[src/rtl/mbx_pkg.sv]
package mbx_pkg;
    typedef struct packed {
        logic rd_on;
        logic wr_on;
        logic rd_done;
        logic wr_done;
    } mbx_term_t;
endpackage

[src/rtl/mbx_sync.sv]
module mbx_sync #(
    parameter int WIDTH  = 3,
    parameter int STAGES = 2
) (
    input  logic             clk,
    input  logic             rst_n,
    input  logic [WIDTH-1:0] pin_i,
    output logic [WIDTH-1:0] sync_o
);
    for (genvar b = 0; b < WIDTH; b++) begin : g_bit
        logic [STAGES-1:0] chain_q;
        always_ff @(posedge clk or negedge rst_n) begin
            if (!rst_n) chain_q <= '1;
            else        chain_q <= {chain_q[STAGES-2:0], pin_i[b]};
        end
        assign sync_o[b] = chain_q[STAGES-1];
    end
endmodule

[src/rtl/mbx_decode.sv]
module mbx_decode
    import mbx_pkg::*;
(
    input  logic      clk,
    input  logic      rst_n,
    input  logic      cs_n,
    input  logic      rd_n,
    input  logic      wr_n,
    output mbx_term_t term_o
);
    typedef struct packed {
        logic rd_prev;
        logic wr_prev;
    } dec_state_t;

    dec_state_t st_d, st_q;
    logic rd_on, wr_on;

    always_comb begin
        rd_on = !cs_n && !rd_n && wr_n;
        wr_on = !cs_n && !wr_n && rd_n;
        st_d.rd_prev = rd_on;
        st_d.wr_prev = wr_on;
        term_o.rd_on   = rd_on;
        term_o.wr_on   = wr_on;
        term_o.rd_done = st_q.rd_prev && !rd_on;
        term_o.wr_done = st_q.wr_prev && !wr_on;
    end

    always_ff @(posedge clk or negedge rst_n) begin
        if (!rst_n) st_q <= '0;
        else        st_q <= st_d;
    end

    // the two terms are never active at once
    a_r7_terms_exclusive: assert property (@(posedge clk) disable iff (!rst_n)
        !(rd_on && wr_on));
endmodule

[src/rtl/mbx_port.sv]
module mbx_port
    import mbx_pkg::*;
#(
    parameter int DATA_W      = 8,
    parameter int SYNC_STAGES = 2
) (
    input  logic              clk,
    input  logic              rst_n,
    input  logic              m_wr_en,
    input  logic [DATA_W-1:0] m_wdata,
    input  logic              m_rd_en,
    output logic [DATA_W-1:0] m_rdata,
    output logic              m2s_full,
    output logic              s2m_full,
    input  logic              s_cs_n,
    input  logic              s_rd_n,
    input  logic              s_wr_n,
    input  logic [DATA_W-1:0] s_data_in,
    output logic [DATA_W-1:0] s_data_out,
    output logic              s_data_oe
);
    localparam int PIN_N = 3;

    typedef struct packed {
        logic [DATA_W-1:0] dout;
        logic [DATA_W-1:0] cap;
        logic              m2s;
        logic              s2m;
    } port_state_t;

    port_state_t st_d, st_q;
    logic [PIN_N-1:0] pins_sync;
    mbx_term_t        term;

    mbx_sync #(.WIDTH(PIN_N), .STAGES(SYNC_STAGES)) u_sync (
        .clk    (clk),
        .rst_n  (rst_n),
        .pin_i  ({s_cs_n, s_rd_n, s_wr_n}),
        .sync_o (pins_sync)
    );

    mbx_decode u_dec (
        .clk    (clk),
        .rst_n  (rst_n),
        .cs_n   (pins_sync[2]),
        .rd_n   (pins_sync[1]),
        .wr_n   (pins_sync[0]),
        .term_o (term)
    );

    always_comb begin
        st_d = st_q;
        if (m_wr_en) st_d.dout = m_wdata;
        if (term.wr_done) st_d.cap = s_data_in;
        if (m_wr_en)           st_d.m2s = 1'b1;
        else if (term.rd_done) st_d.m2s = 1'b0;
        if (term.wr_done)      st_d.s2m = 1'b1;
        else if (m_rd_en)      st_d.s2m = 1'b0;
    end

    always_ff @(posedge clk or negedge rst_n) begin
        if (!rst_n) st_q <= '0;
        else        st_q <= st_d;
    end

    assign m_rdata    = st_q.cap;
    assign m2s_full   = st_q.m2s;
    assign s2m_full   = st_q.s2m;
    assign s_data_oe  = term.rd_on;
    assign s_data_out = term.rd_on ? st_q.dout : '0;

    a_r2_master_load: assert property (@(posedge clk) disable iff (!rst_n)
        m_wr_en |=> (m2s_full && s_data_out == (s_data_oe ? $past(m_wdata) : '0)));
    a_r4_read_clears: assert property (@(posedge clk) disable iff (!rst_n)
        (term.rd_done && !m_wr_en) |=> !m2s_full);
    a_r5_capture: assert property (@(posedge clk) disable iff (!rst_n)
        term.wr_done |=> (s2m_full && m_rdata == $past(s_data_in)));
    a_r6_master_ack: assert property (@(posedge clk) disable iff (!rst_n)
        (m_rd_en && !term.wr_done) |=> !s2m_full);
    a_r8_released: assert property (@(posedge clk) disable iff (!rst_n)
        !s_data_oe |-> s_data_out == '0);
    a_r9_cap_hold: assert property (@(posedge clk) disable iff (!rst_n)
        !term.wr_done |=> $stable(m_rdata));
endmodule

[config.mk]
export PLATFORM = sky130hd
export DESIGN_NAME = mbx_port
export DESIGN_NICKNAME = d
export VERILOG_FILES = /design/src/rtl/mbx_pkg.sv /design/src/rtl/mbx_sync.sv /design/src/rtl/mbx_decode.sv /design/src/rtl/mbx_port.sv
export SDC_FILE = /design/constraint.sdc
export NUM_CORES = 1
export LEC_CHECK = 0
export ABC_AREA = 1
export BUFFER_PORTS_ARGS = -buffer_cell sky130_fd_sc_hd__buf_2
export CAP_MARGIN = 15
export CORE_MARGIN = 8
export CORE_UTILIZATION = 50
export DETAILED_ROUTE_END_ITERATION = 10
export PLACE_DENSITY_LB_ADDON = 0.12
export SLEW_MARGIN = 15
export SYNTH_ARGS = -nofsm -noshare
export SYNTH_HDL_FRONTEND = slang
export SYNTH_HIERARCHICAL = 1
export SYNTH_SLANG_ARGS = --single-unit
[constraint.sdc]
create_clock -name clk -period 2.5 [get_ports clk]
set_clock_uncertainty 0.15 [all_clocks]
set_input_delay 0.125 -clock clk [delete_from_list [all_inputs] [get_ports clk]]
set_output_delay 0.125 -clock clk [all_outputs]
set_load 0.01 [all_outputs]
Word level (Yosys, flattened, before mapping)
Cells that the tools add are included.
{"block": "word_totals", "ff_bits": 26, "input_bits": 23, "out_inout_bits": 19, "elab_cells": 27}
{"block": "op_classes", "muxes": 5, "n_reduce_logical": 13}
{"operator": "8-bit 2-to-1 mux", "count": 1}
{"operator": "1-bit logical AND", "count": 6}
{"operator": "1-bit zero test", "count": 5}
{"operator": "1-bit 2-to-1 mux", "count": 4}
{"operator": "2-bit nonzero test", "count": 2}

Longest topological paths before layout
Gate-level depths: netlist of the first run.
{"block": "logic_depth", "word_depth": 7, "mapped_depth": 8, "depth_no_buf": 5}

By module
Netlist of the first run, hierarchy kept.
{"module": "mbx_port", "instances": 1, "cells_per_inst": 101, "area_each_um2": 808.3, "seq_area_each_um2": 450.4}
{"module": "mbx_sync", "instances": 1, "cells_per_inst": 9, "area_each_um2": 180.2, "seq_area_each_um2": 157.7}
{"module": "mbx_decode", "instances": 1, "cells_per_inst": 14, "area_each_um2": 106.4, "seq_area_each_um2": 50.0}

Worst setup path after synthesis of the first run
Ideal clock, no wire load.
{"block": "synth_timing", "kind": "reg-to-output", "startpoint": "register u_sync.g_bit[0].chain_q[1]", "endpoint": "output s_data_out[0]", "arrival_time_ns": 1.160, "required_time_ns": 2.225, "slack_ns": 1.065, "path_stages_with_launch": 8, "n_path_buf": 3, "path_cell_list": "dfstp_2 buf_4 nand2_1 nor2_1 buf_4 buf_2 nand2_1 inv_1"}
{"block": "synth_via", "elab_chain_cells": 2}
{"item": "start: declaration", "line": "mbx_sync.sv:11", "rtl": "logic [STAGES-1:0] chain_q;"}
{"item": "start signal: assignment", "line": "mbx_sync.sv:14", "rtl": "else chain_q <= {chain_q[STAGES-2:0], pin_i[b]};"}
{"item": "1-bit logical AND", "line": "mbx_decode.sv:20", "rtl": "rd_on = !cs_n && !rd_n && wr_n;"}
{"item": "net u_dec.rd_on", "line": "mbx_decode.sv:17", "rtl": "logic rd_on, wr_on;"}
{"item": "8-bit 2-to-1 mux", "line": "mbx_port.sv:70", "rtl": "assign s_data_out = term.rd_on ? st_q.dout : '0;"}
{"item": "end: declaration", "line": "mbx_port.sv:19", "rtl": "output logic [DATA_W-1:0] s_data_out,"}
The timed path passes the listed nets, and every way through them passes these cells.

Worst setup path after layout of the first run
{"block": "layout_timing", "startpoint": "register u_sync.g_bit[0].chain_q[1]", "endpoint": "output s_data_out[4]"}
{"block": "layout_via", "elab_chain_cells": 2}
{"item": "1-bit logical AND", "line": "mbx_decode.sv:20"}
{"item": "8-bit 2-to-1 mux", "line": "mbx_port.sv:70"}
No other way between the ends.

==> results.sh, run 1 <==
export IMPL_final_setup_viol_count=0
export IMPL_highest_layer="met4"
export IMPL_final_slew_viol_count=0
export IMPL_critical_path_max_stage_delay_ns=0.57
export IMPL_syn_num_nets=146
export IMPL_cts_root_buffer="clkbuf_4"
export IMPL_total_of_fill_cells_in_the_finished_design=160
export IMPL_met3_wirelength_um=169
export IMPL_met1Wirelength_um=982
export IMPL_layout_commonest_cell="nand2_1"
export IMPL_first_pass_grt_wire_length_um=4020
export IMPL_grt_overflow=0
export IMPL_clk_pin_slew_ns=0.13
export IMPL_crit_buf_inv=2
export IMPL_drt_vias_per_instance=4.30
export IMPL_worst_path_cell_chain="nand2_1 -> nor2_1 -> nand2_1 -> inv_1 -> buf_2"
export IMPL_overall_routing_resource_usage_pct=12.2
export IMPL_std_cell_rows=17
export IMPL_synth_cells=123
export IMPL_number_of_hold_buffers_added_after_cts=29
export IMPL_tritoncts="built"
export IMPL_routedWlPerCell_um=10.9
export IMPL_tritoncts_num_buffers=3
export IMPL_dpl_worst_slack_ns=0.831
export IMPL_pin_count=42
export IMPL_worst_setup_path_type="reg -> out"
export IMPL_utilization_after_layout_pct=72.6
export IMPL_route_met2_wl_um=1140
export IMPL_num_nets_final=207
export IMPL_result_of_the_run="finished, final reports clean"
export IMPL_fp_coreArea_mm2=0.00213
export IMPL_cts_root_to_sink_buffers=2
export IMPL_finalWorstPathRequiredPeriod_ns=1.99
export IMPL_cpMostUsedCell="nand2_1"
export IMPL_grt_setup_unrepaired="false"
export IMPL_grt_start_max_net_pins=27
export IMPL_ys_warnings_count=6
export IMPL_final_cell_mix="nand2_1, buf_2, dlygate4sd3_1"
export IMPL_detail_route_iter0_violations=28
export IMPL_post_route_period_util_pct=79.5
export IMPL_irDropWorstVdd_mv=0.339
export IMPL_htree_num_levels=1
export IMPL_layout_drive_gt1_share_pct=29.5
export IMPL_powerDensity_mw_per_mm2=548
export IMPL_num_vias=908
export IMPL_wirelength_um=2310
export IMPL_worst_path_max_delay_cell="dfstp_2"
export IMPL_worst_ep_arrival_ns=1.71
export IMPL_dieArea_mm2=0.00392
export IMPL_path_delay_family="simple AND/OR/NAND/NOR gates"
export IMPL_dp_hpwl_um=1570
export IMPL_die_height_um=62.6
export IMPL_initial_core_util_pct=51.1
export IMPL_ant_nets=0
export IMPL_clkLatencyLatePin_ns=0.30
export IMPL_io_buf_count=41
export IMPL_worst_setup_path_end_kind="output port"
export IMPL_maxCapViolCount=0
export IMPL_syn_mean_instance_area_um2=8.84
export IMPL_die_x_um=62.6
export IMPL_post_cts_setup_buffer_count=0
export IMPL_worst_endpoint_required_ns=2.23
export IMPL_finalHoldViolCount=0
export IMPL_totalPowerFinal_uw=847
export IMPL_critical_path_max_fanout=10
export IMPL_grt_pass1_vias=925
export IMPL_antenna_found_initial=0
export IMPL_setup_total_negative_slack_ns=0
export IMPL_tritoncts_num_sinks=26
export IMPL_max_transition_margin_pct=59.9
export IMPL_layout_setup_ws_ns=0.513
export IMPL_timing_fmax_ghz=0.503
export IMPL_timing_worst_slew_pin_value_ns=0.599
export IMPL_drt_first_pass_iters=4
export IMPL_layout_overhead_on_the_synthesized_area_pct=42.0
export IMPL_cts_resized=0
export IMPL_antenna_cells_inserted=0
export IMPL_worstSetupStartpointType="flip-flop"
export IMPL_synth_cell_area_mm2=0.00109
export IMPL_leakage_uw=0.000891
export IMPL_class_of_the_tightest_hold_or_removal_check="in -> reg"
export IMPL_route_detailed_drc=0
export IMPL_gp_congestion=0.761
## sequential cells by signal, indices dropped and copies added (netlist names)
signal and flops:
m2s_full 1, m_rdata 8, s2m_full 1, st_q 8, u_dec/st_q 2, u_sync/g_bit.chain_q 6
## where the power goes
group	total [µW]	switching, µW	leakage [µW]	internal (µW)
Clock	199	111	0.0000210	88.8
Combinational	156	75.5	0.000562	80.8
Sequential	491	23.0	0.000308	468
## through the flow
step                instance area (µm²)  hold slack, ns  std cells
floorplan                          1090          -0.321        123
finish                             1540          0.0608        211
detailed placement                 1220        -0.00556        178
global route                       1540          0.0713        211
CTS                                1540          0.0606        211
global placement                   1220        -0.00855        178
## worst paths after layout
check	startpoint	endpoint	slack (ns)	cells past startpoint
max in group asynchronous	rst_n	u_sync/g_bit[0].chain_q[0]	1.65	2
min in group asynchronous	rst_n	m_rdata[4]	0.18	2
worst min register to register	u_sync/g_bit[2].chain_q[0]	u_sync/g_bit[2].chain_q[1]	0.21	0
worst max register to register	u_sync/g_bit[0].chain_q[1]	u_dec/st_q[1]	1.11	2
worst max-delay path	u_sync/g_bit[0].chain_q[1]	s_data_out[4]	0.51	5
worst min-delay path	m_wr_en	m2s_full	0.06	3
## routing by layer
layer	vias up	global-route usage, %
met3	2	4.66
li1	465	-
met5	-	0
met2	29	21.9
met4	0	4.27
met1	412	12.6
## tightest hold or removal path, cell delays in order
cell     delay (ns)
buf_2          0.17
inv_2          0.11
nand2_1        0.08
## final cells by class
| cell class | count | area (µm²) | area share, % |
|---|---|---|---|
| Sequential cell | 26 | 658 | 42.6 |
| Tap cell | 28 | 35.0 | 2.27 |
| Multi-Input combinational cell | 67 | 255 | 16.5 |
| Inverter | 15 | 56.3 | 3.65 |
| Clock buffer | 4 | 36.3 | 2.35 |
| Timing Repair Buffer | 71 | 503 | 32.6 |
Power figures use the tool's default switching activity.
==> run 2, diff against run 1 <==
--- a/config.mk
+++ b/config.mk
@@ -9,7 +9,7 @@
 export BUFFER_PORTS_ARGS = -buffer_cell sky130_fd_sc_hd__buf_2
 export CAP_MARGIN = 15
 export CORE_MARGIN = 8
-export CORE_UTILIZATION = 50
+export CORE_UTILIZATION = 42
 export DETAILED_ROUTE_END_ITERATION = 10
 export PLACE_DENSITY_LB_ADDON = 0.12
 export SLEW_MARGIN = 15
==> constraint.sdc (replaced) <==
create_clock -name clk -period 1.7 [get_ports clk]
set_clock_uncertainty 0.15 [all_clocks]
set_input_delay 0.085 -clock clk [delete_from_list [all_inputs] [get_ports clk]]
set_output_delay 0.085 -clock clk [all_outputs]
set_load 0.01 [all_outputs]
==> results.sh, run 2 (same netlist as run 1, synthesis figures left out) <==
export IMPL_result_of_the_run="finished, final reports clean"
export IMPL_timing_fmax_ghz=0.628
export IMPL_leakage_uw=0.000900
export IMPL_initial_core_util_pct=43.9
export IMPL_dp_hpwl_um=1540
export IMPL_power_combinational_fraction_pct=19.8
export IMPL_final_slew_viol_count=0
export IMPL_regToRegSetupSlack_ns=0.26
export IMPL_ant_nets=0
export IMPL_multi_input_area_um2=282
export IMPL_first_pass_grt_wire_length_um=3890
export IMPL_powerDensity_mw_per_mm2=769
export IMPL_fp_coreArea_mm2=0.00248
export IMPL_detail_route_iter0_violations=9
export IMPL_routedWlPerCell_um=11.5
export IMPL_grt_setup_unrepaired="false"
export IMPL_class_of_the_tightest_hold_or_removal_check="in -> reg"
export IMPL_clkLatencyLatePin_ns=0.31
export IMPL_std_cell_rows=18
export IMPL_power_switching_fraction_pct=25.8
export IMPL_io_buf_count=41
export IMPL_clk_pin_slew_ns=0.12
export IMPL_grt_overflow=0
export IMPL_max_transition_margin_pct=62.5
export IMPL_final_setup_viol_count=0
export IMPL_finalHoldViolCount=0
export IMPL_tritoncts_num_buffers=3
export IMPL_htree_num_levels=1
export IMPL_gp_congestion=0.702
export IMPL_layout_commonest_cell="nand2_1"
export IMPL_sequential_cell_area_um2=658
export IMPL_layout_overhead_on_the_synthesized_area_pct=45.7
export IMPL_power_share_of_the_sequential_group_pct=59.2
export IMPL_worst_setup_path_end_kind="output port"
export IMPL_die_x_um=66.9
export IMPL_antenna_cells_inserted=0
export IMPL_overall_routing_resource_usage_pct=11.0
export IMPL_tritoncts="built"
export IMPL_grt_pass1_vias=967
export IMPL_worstSetupStartpointType="flip-flop"
export IMPL_cts_root_to_sink_buffers=2
export IMPL_critical_path_max_fanout=5
export IMPL_clock_power_share_pct=21.1
export IMPL_tritoncts_num_sinks=26
export IMPL_cts_root_buffer="clkbuf_4"
export IMPL_layout_drive_gt1_share_pct=31.7
export IMPL_num_nets_final=210
export IMPL_die_height_um=66.9
export IMPL_irDropWorstVdd_mv=0.518
export IMPL_drt_vias_per_instance=4.25
export IMPL_power_internal_uw=904
export IMPL_finalWorstPathRequiredPeriod_ns=1.59
export IMPL_drt_first_pass_iters=2
export IMPL_antenna_found_initial=0
export IMPL_grt_start_max_net_pins=27
export IMPL_wirelength_um=2470
export IMPL_worst_setup_path_type="reg -> out"
export IMPL_worst_endpoint_required_ns=1.46
export IMPL_worst_ep_arrival_ns=1.36
export IMPL_maxCapViolCount=0
export IMPL_final_cell_mix="nand2_1, buf_2, dlygate4sd3_1"
export IMPL_dieArea_mm2=0.00447
export IMPL_route_detailed_drc=0
export IMPL_total_of_fill_cells_in_the_finished_design=224
export IMPL_num_vias=917
export IMPL_timing_worst_slew_pin_value_ns=0.563
export IMPL_setup_total_negative_slack_ns=0
export IMPL_pin_count=42
export IMPL_power_switching_uw=315
export IMPL_post_route_period_util_pct=93.7
export IMPL_totalPowerFinal_uw=1220
run 2: final timing paths:
kind | startpoint | end | cells past startpoint
worst min register to register | u_sync/g_bit[0].chain_q[0] | u_sync/g_bit[0].chain_q[1] | 0
worst min-delay path | m_wr_en | m2s_full | 3
worst max-delay path | u_sync/g_bit[0].chain_q[1] | s_data_out[4] | 5
worst max register to register | u_sync/g_bit[0].chain_q[1] | m_rdata[0] | 6
min in group asynchronous | rst_n | st_q[11] | 2
max in group asynchronous | rst_n | u_sync/g_bit[1].chain_q[0] | 2
run 2: metrics by stage:
| step | hold slack (ns) | std cells | util [%] | worst slack, ns | instance area [µm²] |
|---|---|---|---|---|---|
| 2_1_floorplan | -0.361 | 123 | - | 0.305 | 1090 |
| 3_3_place_gp | -0.0414 | 181 | 49.5 | 0.404 | 1230 |
| 4_1_cts | 0.0415 | 214 | 62.3 | 0.0431 | 1540 |
| 6_report | 0.0352 | 216 | 63.9 | 0.107 | 1580 |
| 5_1_grt | 0.0537 | 216 | 63.9 | 0.00746 | 1580 |
| 3_5_place_dp | -0.0368 | 181 | 49.5 | 0.395 | 1230 |
run 2: final cells by class:
| cell class | instances | area share [%] |
|---|---|---|
| inverter | 15 | 3.55 |
| clock buffer | 4 | 1.66 |
| multi-input combinational | 68 | 17.8 |
| tap | 30 | 2.37 |
| timing repair buffer | 73 | 33.1 |
| sequential | 26 | 41.5 |
run 2: repair_timing:
action | in CTS | in global routing
setup buffers | 0 | 2
gates resized for setup | 0 | 7
hold buffers | 29 | 0
setup endpoints to repair | 0 | 8
hold endpoints to repair | 46 | 0
run 2: metal layers:
| layer | up-vias | part of all wire, % | GRT usage, % | routed length (µm) |
|---|---|---|---|---|
| met2 | 26 | 52 | 20.8 | 1300 |
| met5 | - | 0 | 0 | 0 |
| li1 | 469 | - | - | - |
| met1 | 420 | 39 | 10.8 | 958 |
| met3 | 2 | 8.1 | 3.52 | 201 |
| met4 | 0 | 0.57 | 3.92 | 14 |
run 2: power groups by stage:
stage	Clock [µW]	Combinational (µW)	Sequential [µW]
6_report	257	241	721
5_1_grt	297	268	730
4_1_cts	273	236	719
3_5_place_dp	0	186	731
3_3_place_gp	0	183	728
2_1_floorplan	0	149	725
run 2: worst max-delay path: stages, from the launching register on:
cell     delay, ns
dfstp_2       0.58
nand2_4       0.07
nor2_4        0.16
nand2_1       0.07
inv_1         0.06
buf_2         0.12
==> run 3, diff against run 2 <==
--- a/config.mk
+++ b/config.mk
@@ -12,6 +12,7 @@
 export CORE_UTILIZATION = 42
 export DETAILED_ROUTE_END_ITERATION = 10
 export PLACE_DENSITY_LB_ADDON = 0.12
+export REMOVE_ABC_BUFFERS = 1
 export SLEW_MARGIN = 15
 export SYNTH_ARGS = -nofsm -noshare
 export SYNTH_HDL_FRONTEND = slang
==> results.sh, run 3 (same netlist as run 1, synthesis figures left out) <==
export IMPL_use_met2_pct=20.3
export IMPL_class_of_the_tightest_hold_or_removal_check="in -> reg"
export IMPL_dieArea_mm2=0.00447
export IMPL_final_hold_worst_slack_ns=0.0204
export IMPL_layout_setup_ws_ns=0.0450
export IMPL_cts_root_to_sink_buffers=2
export IMPL_die_x_um=66.9
export IMPL_regToRegSetupSlack_ns=0.27
export IMPL_finalWorstPathRequiredPeriod_ns=1.66
export IMPL_timing_fmax_ghz=0.604
export IMPL_regToRegStartpoint="u_sync/g_bit[0].chain_q[1]"
export IMPL_worst_ep_arrival_ns=1.42
export IMPL_max_transition_margin_pct=63.5
export IMPL_grt_setup_unrepaired="true"
export IMPL_cts_root_buffer="clkbuf_4"
export IMPL_critical_path_max_fanout=5
export IMPL_num_nets_final=210
export IMPL_tritoncts_num_buffers=3
export IMPL_wirelength_um=2580
export IMPL_grt_util_met1_pct=13.6
export IMPL_tritoncts_num_sinks=26
export IMPL_worstSetupStartpointType="flip-flop"
export IMPL_dpl_worst_slack_ns=0.382
export IMPL_clk_pin_slew_ns=0.14
export IMPL_whs_endpoint="m2s_full"
export IMPL_total_of_fill_cells_in_the_finished_design=213
export IMPL_hold_path_depth=3
export IMPL_final_setup_viol_count=0
export IMPL_tritoncts="built"
export IMPL_worst_setup_path_end_kind="output port"
export IMPL_irDropWorstVdd_mv=0.561
export IMPL_final_cell_mix="nand2_1, buf_2, dlygate4sd3_1"
export IMPL_timing_hold_worst_start="m_wr_en"
export IMPL_powerDensity_mw_per_mm2=781
export IMPL_num_vias=906
export IMPL_grt_start_max_net_pins=27
export IMPL_detail_route_iter0_violations=25
export IMPL_clkLatencyLatePin_ns=0.30
export IMPL_htree_num_levels=1
export IMPL_worst_setup_path_type="reg -> out"
export IMPL_dp_hpwl_um=1620
export IMPL_antenna_cells_inserted=0
export IMPL_gp_congestion=0.766
export IMPL_overall_routing_resource_usage_pct=11.6
export IMPL_layout_drive_gt1_share_pct=37.6
export IMPL_fp_coreArea_mm2=0.00248
export IMPL_die_height_um=66.9
export IMPL_setup_total_negative_slack_ns=0
export IMPL_leakage_uw=0.000909
export IMPL_first_pass_grt_wire_length_um=4130
export IMPL_total_instance_count_after_detailed_placement=181
export IMPL_grt_overflow=0
export IMPL_worst_endpoint_required_ns=1.46
export IMPL_final_cell_count_no_fill=216
export IMPL_grt_pass1_vias=934
export IMPL_antenna_found_initial=0
export IMPL_layout_overhead_on_the_synthesized_area_pct=49.5
export IMPL_layout_commonest_cell="nand2_1"
export IMPL_final_slew_viol_count=0
export IMPL_worstReg2RegEnd="m_rdata[5]"
export IMPL_drt_first_pass_iters=4
export IMPL_setup_worst_path_start="u_sync/g_bit[0].chain_q[1]"
export IMPL_std_cell_rows=18
export IMPL_top_usage_layer="met2"
export IMPL_route_detailed_drc=0
export IMPL_ant_nets=0
export IMPL_result_of_the_run="finished, final reports clean"
export IMPL_drt_vias_per_instance=4.19
export IMPL_initial_core_util_pct=43.9
export IMPL_maxCapViolCount=0
export IMPL_pin_count=42
export IMPL_utilization_after_layout_pct=65.6
export IMPL_timing_worst_slew_pin_value_ns=0.548
export IMPL_rr_worst_depth=6
export IMPL_routedWlPerCell_um=12.0
export IMPL_io_buf_count=41
export IMPL_grtUsageMet3_pct=2.52
export IMPL_finalHoldViolCount=0
export IMPL_post_route_period_util_pct=97.4
[run 3: changes by cell type in the layout (fill, tap and decap cells not counted), moves of 2 or more]
cell,previous run,this run
nand2_2,0,9
nand2_1,60,52
buf_6,1,5
buf_2,40,38
inv_1,12,10
inv_2,3,5
[run 3: per-layer routing]
| metal | routed length, µm | part of all wire (%) |
|---|---|---|
| met5 | 0 | 0 |
| met4 | 20 | 0.77 |
| met3 | 218 | 8.4 |
| met2 | 1280 | 49 |
| met1 | 1070 | 41 |
[run 3: how the worst max path moves through the flow]
stage	end	slack, ns	depth (start not counted)
6_report	s_data_out[6]	0.04	6
5_1_grt	s_data_out[6]	-0.06	6
4_1_cts	s_data_out[7]	0.01	6
3_5_place_dp	s_data_out[7]	0.38	6
3_3_place_gp	m_rdata[4]	0.40	5
2_1_floorplan	m_rdata[0]	0.20	5
[run 3: timing repair]
| item | 4_1_cts | 5_1_grt |
|---|---|---|
| resized for setup | 0 | 21 |
| setup endpoints to repair | 0 | 8 |
| setup buffers | 0 | 1 |
| hold buffers | 29 | 0 |
| hold endpoints to repair | 46 | 0 |
[run 3: final cells by class]
cell class,instances,area [µm²],share of cell area [%]
inverters,15,56.3,3.46
clock buffers,4,36.3,2.23
well taps,30,37.5,2.31
flip-flops and latches,26,658,40.5
multi-input cells,67,285,17.6
repair buffers,74,552,33.9
[run 3: power by group]
part	leakage, µW	total [µW]	switching (µW)	internal, µW
clock network	0.0000210	300	169	131
registers	0.000308	723	34.8	688
logic	0.000580	247	119	128
[run 3: worst max-delay path, cell delays in order, from the launching register on]
cell	delay, ns
dfstp_2	0.58
nand2_2	0.07
nor2_4	0.13
buf_6	0.14
nand2_2	0.04
inv_1	0.04
buf_2	0.12
[run 3: through the flow]
| step | power [µW] | instance area (µm²) |
|---|---|---|
| after floorplan | 812 | 970 |
| after global placement | 911 | 1230 |
| after detailed placement | 917 | 1230 |
| after CTS | 1270 | 1550 |
| after global routing | 1350 | 1630 |
| final | 1270 | 1630 |
